`src/rtl/rcd_pkg.sv`:
```
`timescale 1ns/1ps
package rcd_pkg;

  typedef enum logic [1:0] {
    DM_CONST  = 2'd0,
    DM_PLUS1  = 2'd1,
    DM_DOUBLE = 2'd2,
    DM_SHIFT  = 2'd3
  } div_mode_e;

  // Bits needed to hold the largest ratio a mode can encode.
  function automatic int ratio_width(div_mode_e m, int fw, int cr);
    case (m)
      DM_CONST:  return (cr < 2) ? 1 : $clog2(cr + 1);
      DM_PLUS1:  return fw + 1;
      DM_DOUBLE: return fw + 2;
      default:   return (1 << fw);
    endcase
  endfunction

  // Elaboration-time ratio for a given field value (reset value only).
  function automatic longint ratio_value(div_mode_e m, int fv, int cr);
    case (m)
      DM_CONST:  return longint'(cr);
      DM_PLUS1:  return longint'(fv) + 1;
      DM_DOUBLE: return 2 * (longint'(fv) + 1);
      default:   return longint'(1) << fv;
    endcase
  endfunction

endpackage

```
`src/rtl/rcd_src_select.sv`:
```
`timescale 1ns/1ps
module rcd_src_select #(
  parameter int NUM_SRC = 5,
  parameter int SEL_W   = 3
) (
  input  logic               clk,
  input  logic               rst,
  input  logic [NUM_SRC-1:0] src_tick,
  input  logic [SEL_W-1:0]   sel,
  output logic               tick_out
);

  localparam int SEL_SPAN = 1 << SEL_W;

  logic               in_range;
  logic [NUM_SRC-1:0] hit;

  assign in_range = (32'(sel) < NUM_SRC);

  genvar gi;
  generate
    for (gi = 0; gi < NUM_SRC; gi++) begin : g_leg
      if (gi == 0) begin : g_zero
        // Input 0 also catches every out-of-range index.
        assign hit[gi] = src_tick[gi] & (~in_range | (sel == '0));
      end else if (gi < SEL_SPAN) begin : g_reach
        assign hit[gi] = src_tick[gi] & in_range & (sel == SEL_W'(gi));
      end else begin : g_unreach
        assign hit[gi] = 1'b0;
      end
    end
  endgenerate

  assign tick_out = |hit;

  AST_SEL_FALLBACK: assert property (@(posedge clk) disable iff (rst)
    (32'(sel) >= NUM_SRC) |-> (tick_out == src_tick[0])) else $error("fallback");

  AST_SEL_SINGLE_LEG: assert property (@(posedge clk) disable iff (rst)
    $onehot0(hit)) else $error("more than one leg");

endmodule

```
`src/rtl/rcd_ratio_decode.sv`:
```
`timescale 1ns/1ps
module rcd_ratio_decode
  import rcd_pkg::*;
#(
  parameter div_mode_e MODE        = DM_PLUS1,
  parameter int        FLD_W       = 5,
  parameter int        CONST_RATIO = 2,
  parameter int        RATIO_W     = 6
) (
  input  logic [FLD_W-1:0]   fld,
  output logic [RATIO_W-1:0] ratio
);

  generate
    case (MODE)
      DM_CONST: begin : g_const
        assign ratio = RATIO_W'(CONST_RATIO);
      end
      DM_PLUS1: begin : g_plus1
        assign ratio = RATIO_W'(fld) + RATIO_W'(1);
      end
      DM_DOUBLE: begin : g_double
        assign ratio = (RATIO_W'(fld) + RATIO_W'(1)) << 1;
      end
      default: begin : g_shift
        assign ratio = RATIO_W'(1) << fld;
      end
    endcase
  endgenerate

endmodule

```
`src/rtl/rcd_counter.sv`:
```
`timescale 1ns/1ps
module rcd_counter #(
  parameter int                  RATIO_W   = 6,
  parameter logic [RATIO_W-1:0]  RST_RATIO = '0
) (
  input  logic               clk,
  input  logic               rst,
  input  logic               tick,
  input  logic [RATIO_W-1:0] ratio_next,
  output logic               en_out,
  output logic               clk_out
);

  logic [RATIO_W-1:0] cnt_q;
  logic [RATIO_W-1:0] ratio_q;
  logic               en_q;
  logic               lvl_q;
  logic               last;
  logic               mid;

  assign last = (cnt_q == ratio_q - RATIO_W'(1));
  assign mid  = ~ratio_q[0] && (cnt_q == (ratio_q >> 1) - RATIO_W'(1));

  always_ff @(posedge clk) begin
    if (rst) begin
      cnt_q   <= '0;
      ratio_q <= RST_RATIO;
      en_q    <= 1'b0;
      lvl_q   <= 1'b0;
    end else begin
      en_q <= tick && last;
      if (tick) begin
        if (last) begin
          cnt_q   <= '0;
          ratio_q <= ratio_next;
          lvl_q   <= 1'b0;
        end else begin
          cnt_q <= cnt_q + RATIO_W'(1);
          if (mid) lvl_q <= 1'b1;
        end
      end
    end
  end

  assign en_out  = en_q;
  assign clk_out = lvl_q;

  AST_CNT_IN_RANGE: assert property (@(posedge clk) disable iff (rst)
    cnt_q < ratio_q) else $error("count past ratio");

  AST_RATIO_NONZERO: assert property (@(posedge clk) disable iff (rst)
    ratio_q != '0) else $error("zero ratio");

  AST_RATIO_HOLD: assert property (@(posedge clk) disable iff (rst)
    !(tick && last) |=> $stable(ratio_q)) else $error("ratio moved mid-period");

  AST_PULSE_NEEDS_TICK: assert property (@(posedge clk) disable iff (rst)
    en_q |-> $past(tick)) else $error("pulse without tick");

  AST_ODD_CLK_LOW: assert property (@(posedge clk) disable iff (rst)
    ratio_q[0] |-> !lvl_q) else $error("odd ratio drove level");

endmodule

```
`src/rtl/ratio_clk_divider.sv`:
```
`timescale 1ns/1ps
module ratio_clk_divider
  import rcd_pkg::*;
#(
  parameter div_mode_e MODE        = DM_PLUS1,
  parameter int        NUM_SRC     = 5,
  parameter int        CTRL_W      = 8,
  parameter int        SEL_LSB     = 0,
  parameter int        SEL_W       = 3,
  parameter int        FLD_LSB     = 3,
  parameter int        FLD_W       = 5,
  parameter int        CONST_RATIO = 2,
  parameter int        RST_SEL     = 0,
  parameter int        RST_FLD     = 3
) (
  input  logic               clk,
  input  logic               rst,
  input  logic [NUM_SRC-1:0] src_tick,
  input  logic               cfg_we,
  input  logic [CTRL_W-1:0]  cfg_wdata,
  output logic               div_en,
  output logic               div_clk
);

  localparam int                 RATIO_W   = ratio_width(MODE, FLD_W, CONST_RATIO);
  localparam logic [RATIO_W-1:0] RST_RATIO =
    RATIO_W'(ratio_value(MODE, RST_FLD, CONST_RATIO));

  logic [SEL_W-1:0]   sel_q;
  logic [FLD_W-1:0]   fld_q;
  logic               sel_tick;
  logic [RATIO_W-1:0] ratio_dec;

  always_ff @(posedge clk) begin
    if (rst) begin
      sel_q <= SEL_W'(RST_SEL);
      fld_q <= FLD_W'(RST_FLD);
    end else if (cfg_we) begin
      sel_q <= cfg_wdata[SEL_LSB +: SEL_W];
      fld_q <= cfg_wdata[FLD_LSB +: FLD_W];
    end
  end

  rcd_src_select #(
    .NUM_SRC (NUM_SRC),
    .SEL_W   (SEL_W)
  ) u_sel (
    .clk      (clk),
    .rst      (rst),
    .src_tick (src_tick),
    .sel      (sel_q),
    .tick_out (sel_tick)
  );

  rcd_ratio_decode #(
    .MODE        (MODE),
    .FLD_W       (FLD_W),
    .CONST_RATIO (CONST_RATIO),
    .RATIO_W     (RATIO_W)
  ) u_dec (
    .fld   (fld_q),
    .ratio (ratio_dec)
  );

  rcd_counter #(
    .RATIO_W   (RATIO_W),
    .RST_RATIO (RST_RATIO)
  ) u_cnt (
    .clk        (clk),
    .rst        (rst),
    .tick       (sel_tick),
    .ratio_next (ratio_dec),
    .en_out     (div_en),
    .clk_out    (div_clk)
  );

endmodule

```
`config.mk`:
```
export PLATFORM = sky130hd
export DESIGN_NAME = ratio_clk_divider
export DESIGN_NICKNAME = d
export VERILOG_FILES = /design/src/rtl/rcd_pkg.sv /design/src/rtl/rcd_src_select.sv /design/src/rtl/rcd_ratio_decode.sv /design/src/rtl/rcd_counter.sv /design/src/rtl/ratio_clk_divider.sv
export SDC_FILE = /design/constraint.sdc
export NUM_CORES = 1
export LEC_CHECK = 0
export BUFFER_PORTS_ARGS = -buffer_cell sky130_fd_sc_hd__buf_4
export CORE_ASPECT_RATIO = 1.5
export CORE_MARGIN = 5
export CORE_UTILIZATION = 30
export CTS_CLUSTER_SIZE = 25
export DETAILED_ROUTE_END_ITERATION = 6
export PLACE_DENSITY = 0.47
export SYNTH_ARGS = -nofsm -noshare
export SYNTH_HDL_FRONTEND = slang
export SYNTH_SLANG_ARGS = --single-unit
```
`constraint.sdc`:
```
create_clock -name clk -period 2.4 [get_ports clk]
set_clock_uncertainty 0.15 [all_clocks]
set_input_delay 0 -clock clk [delete_from_list [all_inputs] [get_ports clk]]
set_output_delay 0 -clock clk [all_outputs]
set_load 0.05 [all_outputs]
```
# Yosys cells after proc, flatten, opt, wreduce, memory -nomap -nowiden
# Index checks and enable logic that the tools add are counted.
[op_classes]
n_addsub = 4
magnitude_cmp = 1
eq_ne = 6
muxes = 3
bitwise = 12
reduce_logical = 7
[ops]
columns = ["operator", "n"]
rows = [
  ["$eq A6 B6 Y1", 2],
  ["$and A1 B1 Y1", 9],
  ["$add A5 B1 Y6 const B", 1],
  ["$add A6 B1 Y6 const B", 1],
  ["$eq A3 B2 Y1 const B", 2],
  ["$mux W6", 1],
  ["$sub A5 B1 Y6 const B", 1],
  ["$sub A6 B1 Y6 const B", 1],
  ["$reduce_or A5 Y1", 1],
  ["$reduce_and A2 Y1", 2],
  ["$eq A3 B1 Y1 const B", 1],
  ["$eq A3 B3 Y1 const B", 1],
  ["$logic_not A3 Y1", 1],
  ["$lt A3 B3 Y1 const B", 1],
  ["$logic_and A1 B1 Y1", 2],
  ["$mux W1", 2],
  ["$not A1 Y1", 2],
  ["$reduce_bool A2 Y1", 1],
  ["$or A1 B1 Y1", 1],
]
[word_totals]
regBits = 22
input_bits = 16
out_inout_bits = 2
word_cells = 39

# Depth between registers and ports, before layout
# Gate-level depths: netlist of the first run.
[logic_depth]
depth_word = 6
ltp_mapped = 8
depth_no_buf = 7

# Modules after synthesis
# From an unflattened synthesis of the first run, not the netlist that was laid out.
[unflattened]
cells_unflattened = 159
hier_area_um2 = 1441.4
[by_module_without_submodules]
columns = ["module", "instances", "cells_each", "area_per_inst_um2", "seq_area_each_um2"]
rows = [
  ["rcd_counter", 1, 117, 1033.5, 280.3],
  ["ratio_clk_divider", 1, 26, 292.8, 160.2],
  ["rcd_ratio_decode", 1, 10, 65.1, 0.0],
  ["rcd_src_select", 1, 6, 50.0, 0.0],
]

# Least setup slack after synthesis of the first run
# OpenSTA, ideal clock, no wires.
[synth_path]
kind = "register to register"
from = "register u_cnt.ratio_q[2]"
to = "register u_cnt.cnt_q[5]"
setup_ps = 106
arrival_time_ps = 1757
t_required_ps = 2144
setup_slack_ps = 387
stages_incl_launch_ff = 8
path_buffers = 0
synth_period_minus_slack_ps = 2013
path_cell_list = "dfxtp_1 inv_1 ha_1 nor3b_1 and3_1 o211ai_2 nor2_1 o311ai_0"
[synth_via]
elab_chain_cells = 3
[synth_lines]
columns = ["element", "line_no", "source"]
rows = [
  ["start: declaration", "rcd_counter.sv:15", "logic [RATIO_W-1:0] ratio_q;"],
  ["start signal: assignment", "rcd_counter.sv:35", "ratio_q <= ratio_next;"],
  ["$sub A6 B1 Y6", "rcd_counter.sv:21", "assign last = (cnt_q == ratio_q - RATIO_W'(1));"],
  ["$eq A6 B6 Y1", "rcd_counter.sv:21", ""],
  ["$mux W6", "rcd_counter.sv:33", "if (last) begin"],
  ["end signal: assignment", "rcd_counter.sv:38", "cnt_q <= cnt_q + RATIO_W'(1);"],
  ["end: declaration", "rcd_counter.sv:14", "logic [RATIO_W-1:0] cnt_q;"],
]
# No other way between the ends.
# A chain may end at the register's enable or synchronous reset.

# Final worst setup path of the first run
[layout_path]
from = "register u_cnt.ratio_q[2]"
to = "register u_cnt.ratio_q[2]"
[layout_via]
elab_chain_cells = 3
[layout_lines]
columns = ["element", "line_no"]
rows = [
  ["$sub A6 B1 Y6", "rcd_counter.sv:21"],
  ["$eq A6 B6 Y1", "rcd_counter.sv:21"],
  ["$reduce_and A2 Y1 (no source line)", "--"],
]
# No other way between the ends.

==> results of run 1 <==
power by group through the flow:
stage | combinational (mW) | clock [mW] | sequential, mW
detailed placement | 0.157 | 0 | 0.414
CTS | 0.193 | 0.272 | 0.406
floorplan | 0.110 | 0 | 0.413
finish | 0.195 | 0.266 | 0.406
global route | 0.216 | 0.288 | 0.410
global placement | 0.155 | 0 | 0.414
stage by stage:
| stage | setup TNS, ns | setup WS, ns |
|---|---|---|
| 3_5_place_dp | 0 | 0.08687 |
| 5_1_grt | -0.03733 | -0.02603 |
| 6_report | 0 | 0.1068 |
| 3_3_place_gp | 0 | 0.1635 |
| 4_1_cts | 0 | 0.07114 |
| 2_1_floorplan | 0 | 0.3868 |
cells in the mapped netlist, drive strengths merged, types with 3 or more instances:
master	instances
nand4	4
a211oi	3
xnor2	8
xor2	7
mux2i	9
nand3	6
buf	5
o21ai	3
nand2	10
dfxtp	22
nor3	3
inv	7
o31ai	4
and3	3
a31oi	4
nor2	19
a21oi	5
o2111ai	4
clkbuf	5
ha	5
layout by cell type (no fill, tap or decap), types with 4 or more instances in the layout:
master	count
mux2i_1	9
dlygate4sd3_1	23
a21oi_1	5
a31oi_1	4
nand2_1	10
buf_4	18
ha_1	5
nand3_1	6
dfxtp_1	22
nor2_1	19
inv_1	7
o2111ai_1	4
nand4_1	4
o31ai_1	4
xor2_1	7
clkbuf_8	4
xnor2_1	8
logic make-up (layout without fill, tap and decap cells):
family / after synthesis / in the layout / synth area share
AO/OA/AOI/OAI: 39 / 39 / 0.2143
adder cells (fa/ha/maj): 5 / 5 / 0.04521
multiplexers: 10 / 10 / 0.08409
AND/OR/NAND/NOR: 53 / 53 / 0.1890
flip-flops: 22 / 22 / 0.3183
XOR/XNOR: 15 / 15 / 0.09494
buffers and inverters: 17 / 52 / 0.05425
flip-flops by register name, summed over array words and instances, names as in the netlist:
register / flops
u_cnt.clk_out: 1
u_cnt.cnt_q: 6
sel_q: 3
u_cnt.en_out: 1
fld_q: 5
u_cnt.ratio_q: 6
final timing paths:
path / from / end / slack, ns / cells past startpoint
setup / recovery: u_cnt.ratio_q[2] / u_cnt.ratio_q[2] / 0.11 / 7
hold / removal: src_tick[4] / u_cnt.ratio_q[5] / 0.29 / 6
setup reg to reg: u_cnt.ratio_q[2] / u_cnt.ratio_q[2] / 0.11 / 7
hold reg to reg: u_cnt.clk_out / u_cnt.clk_out / 0.32 / 2
layer usage:
layer  share of wire  global-route usage  wire length, µm
met1            0.40              0.1393             1464
met2            0.56              0.2494             2051
met3           0.028             0.01082              104
met4          0.0088             0.03460               32
met5               0                   0                0
cell type report:
class | count | area [µm²]
fillers | 453 | 2675
multi-input cells | 122 | 882.1
flip-flops and latches | 22 | 440.4
repair buffers | 41 | 365.4
well taps | 48 | 60.06
clock buffers | 4 | 55.05
inverters | 7 | 26.28
tightest hold or removal path, stage by stage:
cell	delay [ns]
buf_4	0.10
inv_1	0.04
o311a_1	0.15
nor2_1	0.18
nand4_1	0.13
a21oi_1	0.06
what timing repair did:
action / CTS / global route
setup endpoints to repair: 0 / 7
hold buffers: 23 / 0
resized for setup: 0 / 3
buffers inserted: 0 / 0
endpoints found under the hold margin: 18 / 0
==> impl_metrics.yaml, run 1 <==
outcome:
  status: "finished, final reports clean"
pwr:
  leakage_nw: 0.7428
  intPower_mw: 0.6279
  peakVddDrop_v: 0.0003736
  combPwrFrac: 0.225
  pwr-share-clk: 0.307
  power.switching_mw: 0.2393
  pwr-share-seq: 0.468
  fin_total_pwr_mw: 0.8672
  p_per_area_nw_per_um2: 474.1
  swShare: 0.2759
cts:
  clk_latency_ns: 0.26
  clockBufferDepth: 2
  cts_buffers: 3
  cts_tree: "built"
  root_buffer: "clkbuf_8"
  numClockSinks: 22
  h-tree-depth: 1
  cts.clk_slew.worst_paths_ns: 0.08
die:
  die_x_um: 65.46
  die-area_um2: 6099
  core-area_um2: 4504
  ios: 18
  placementRows: 30
  start_util: 0.3072
  die_h_um: 93.18
sta:
  finalCritPeriodShare: 0.9555
  drv_slew: 0
  finalHoldViolCount: 0
  fmax_ghz: 0.4361
  final-setup-viol-count: 0
  max_slew_margin: 0.4729
  hold-worst-slack_ns: 0.2917
  worst_pin_slew_ns: 0.7878
  rsz0062_at_grt: "yes"
  fin_crit_ns: 2.293
drt:
  ant_nets: 0
  wire_per_inst_um: 14.97
  firstDrtPassIters: 4
  wirelength_um: 3653
  route.vias.total: 1333
  drcViolationCount: 0
  drt-initial-drc-count: 35
  viasPerCell: 5.463
grt:
  antenna_found_initial: 0
  grt_use_total: 0.1265
  grt.overflow.total: 0
  grt_pass1_wl_um: 6141
  grt_max_degree: 24
  first_global_vias: 1325
placed_design:
  dpl.hpwl_um: 2613
  placed_area_um2: 1530
  port-buffer-count: 17
  placed_cells: 217
  gp_congestion: 0.7906
synthesis:
  ys_seq_area_frac: 0.3183
  yosysTopAreaCell: "dfxtp_1"
  ys_warn_count: 0
  synth_ff_type: "dfxtp_1"
  ys_types: 45
  syn-instance-count: 161
  synthArstFlopShare: 0
  synth_area_leaders: "dfxtp_1 32%, mux2i_1 6.5%, nor2_1 5.2%"
  synth-seq-cells: 22
  syn_area_per_cell_um2: 8.595
  syn_nets: 182
  synth_top_area_frac: 0.3183
  synth_edf_count: 0
  syn_area_um2: 1384
finish:
  fin_util: 0.4061
  syn_to_final_growth_pct: 32.19
  layout-drive-gt1-share: 0.1378
  antenna_cells: 0
  stdcell_area_um2: 1829
  final_cells: 244
  nNetsFinal: 218
run:
  cap_violations: 0
critical_path:
  startpoint_type: "flop"
  arrival_ns: 2.34
  max_stage_delay_ns: 0.40
  crit_path_end_kind: "flop"
  criticalPathCategory: "flop to flop"
  worst_ep_required_time_ns: 2.44
  cpLargestDelayFamily: "flip-flops"
  path_buf_inv: 1
  cp_cell_sequence: "inv_1, ha_1, a21boi_0, xnor2_1, o211ai_4, nor3_2, mux2i_1"
  crit_fanout: 10
  crit_slowest_cell: "dfxtp_1"
worst_hold_path:
  hold_path_class: "input pin to flop"
(Power assumes the default switching activity.)
==> inputs of run 2 (changes only) <==
- CORE_ASPECT_RATIO: 1.5 -> unset
==> run 2 against run 1 <==
  * Count of clock-buffer cells in the layout shrank 1
  * Via count grew 1.6%
  * Critical path depth is the same
  * Total power grew 9.3%
  * Clock power grew 30%
  * Setup slack gained 0.074 ns
  * Combinational power is essentially flat
  * Sequential power is essentially flat
  * Die area shrank 0.46%
  * Non-clock buffer count grew 1
  * Largest cell class unchanged
==> impl_metrics.yaml, run 2 (synthesized netlist as in run 1, its figures left out) <==
sta:
  drv_slew: 0
  worst_slack_ns: 0.1805
  max_slew_margin: 0.4829
  finalHoldViolCount: 0
  finalCritPeriodShare: 0.9248
  final-setup-viol-count: 0
  fmax_ghz: 0.4505
  worst_pin_slew_ns: 0.7728
  rsz0062_at_grt: "no"
  finalSetupTns_ns: 0
  fin_crit_ns: 2.220
cts:
  h-tree-depth: 1
  clk_latency_ns: 0.26
  cts_buffers: 3
  cts_setup_buffers: 0
  root_buffer: "clkbuf_8"
  clockBufferDepth: 2
  numClockSinks: 22
  cts.clk_slew.worst_paths_ns: 0.08
  cts_tree: "built"
die:
  placementRows: 24
  die-area_um2: 6071
  start_util: 0.3135
  ios: 18
  core-area_um2: 4414
  die_h_um: 77.92
  die_x_um: 77.92
critical_path:
  arrival_ns: 2.23
  criticalPathCategory: "flop to flop"
  crit_path_end_kind: "flop"
  startpoint_type: "flop"
  worst_ep_required_time_ns: 2.41
  crit_fanout: 10
finish:
  nNetsFinal: 219
  layout-drive-gt1-share: 0.1371
  top_regs: "u_cnt.cnt_q: 6 flops, u_cnt.ratio_q: 6 flops, fld_q: 5 flops"
  layout_common_cells: "23 x dlygate4sd3_1, 22 x dfxtp_1, 19 x nor2_1, 19 x buf_4, 10 x nand2_1"
  layout_commonest_cell: "dlygate4sd3_1"
  syn_to_final_growth_pct: 34.09
  antenna_cells: 0
placed_design:
  post-place-ws_ns: 0.07100
  dpl.hpwl_um: 2443
  gp_congestion: 0.7695
  port-buffer-count: 17
pwr:
  p_per_area_nw_per_um2: 510.7
  peakVddDrop_v: 0.0001951
  leakage_nw: 0.7567
drt:
  drcViolationCount: 0
  wire_per_inst_um: 14.00
  route.vias.total: 1354
  viasPerCell: 5.438
  drt-initial-drc-count: 114
  wirelength_um: 3486
  firstDrtPassIters: 4
  ant_nets: 0
outcome:
  status: "finished, final reports clean"
grt:
  grt_max_degree: 24
  grt_use_total: 0.1151
  grt_pass1_wl_um: 5823
  first_global_vias: 1297
  grt.overflow.total: 0
  antenna_found_initial: 0
run:
  cap_violations: 0
worst_hold_path:
  hold_path_class: "input pin to flop"
run 2: cell types whose count changed in the layout (fill, tap and decap cells not counted), sizes merged:
cell and delta:
buf +1, clkbuf -1, bufinv +1
run 2: layer usage:
layer | share of wire | GRT usage
met1 | 0.45 | 0.1517
met2 | 0.48 | 0.1937
met3 | 0.058 | 0.01852
met4 | 0.013 | 0.03209
met5 | 0 | 0
run 2: what timing repair did:
item / in CTS / in global routing
resized for setup: 0 / 2
setup endpoints to repair: 0 / 6
hold buffers: 23 / 0
hold endpoints to repair: 18 / 0
run 2: final cells by class:
class | instances | area, µm²
Timing Repair Buffer | 42 | 372.9
Sequential cell | 22 | 440.4
Clock buffer | 3 | 41.29
Inverter | 7 | 26.28
Clock inverter | 1 | 30.03
Fill cell | 447 | 2559
Multi-Input combinational cell | 122 | 879.6
Tap cell | 52 | 65.06
run 2: through the flow:
| stage | hold WS, ns | cell area [µm²] | util | std cells | power [mW] |
|---|---|---|---|---|---|
| 6_report | 0.3190 | 1856 | 0.4204 | 249 | 0.9477 |
| 5_1_grt | 0.3568 | 1856 | 0.4204 | 249 | 0.9971 |
| 3_3_place_gp | 0.06291 | 1543 | 0.3495 | 222 | 0.5706 |
| 3_5_place_dp | 0.08560 | 1543 | 0.3495 | 222 | 0.5729 |
| 4_1_cts | 0.3048 | 1844 | 0.4178 | 249 | 0.9565 |
| 2_1_floorplan | -0.02115 | 1384 | - | 161 | 0.5233 |
run 2: final timing paths:
path,from,to,slack [ns],cells past startpoint
max,u_cnt.ratio_q[2],u_cnt.cnt_q[5],0.18,7
min,src_tick[4],u_cnt.ratio_q[5],0.32,6
max reg2reg,u_cnt.ratio_q[2],u_cnt.cnt_q[5],0.18,7
min reg2reg,u_cnt.clk_out,u_cnt.clk_out,0.33,2
run 2: report_power, final:
| part | internal [mW] | total [mW] | switching [mW] |
|---|---|---|---|
| combinational | 0.102 | 0.197 | 0.0958 |
| sequential | 0.382 | 0.404 | 0.0221 |
| clock | 0.223 | 0.346 | 0.123 |
run 2: worst max-delay path: stages (launching register included):
cell and delay, ns:
dfxtp_1 0.41, inv_1 0.11, ha_2 0.22, nor3b_1 0.15, and3_1 0.24, o211ai_4 0.35, nor2_1 0.13, o311ai_0 0.34
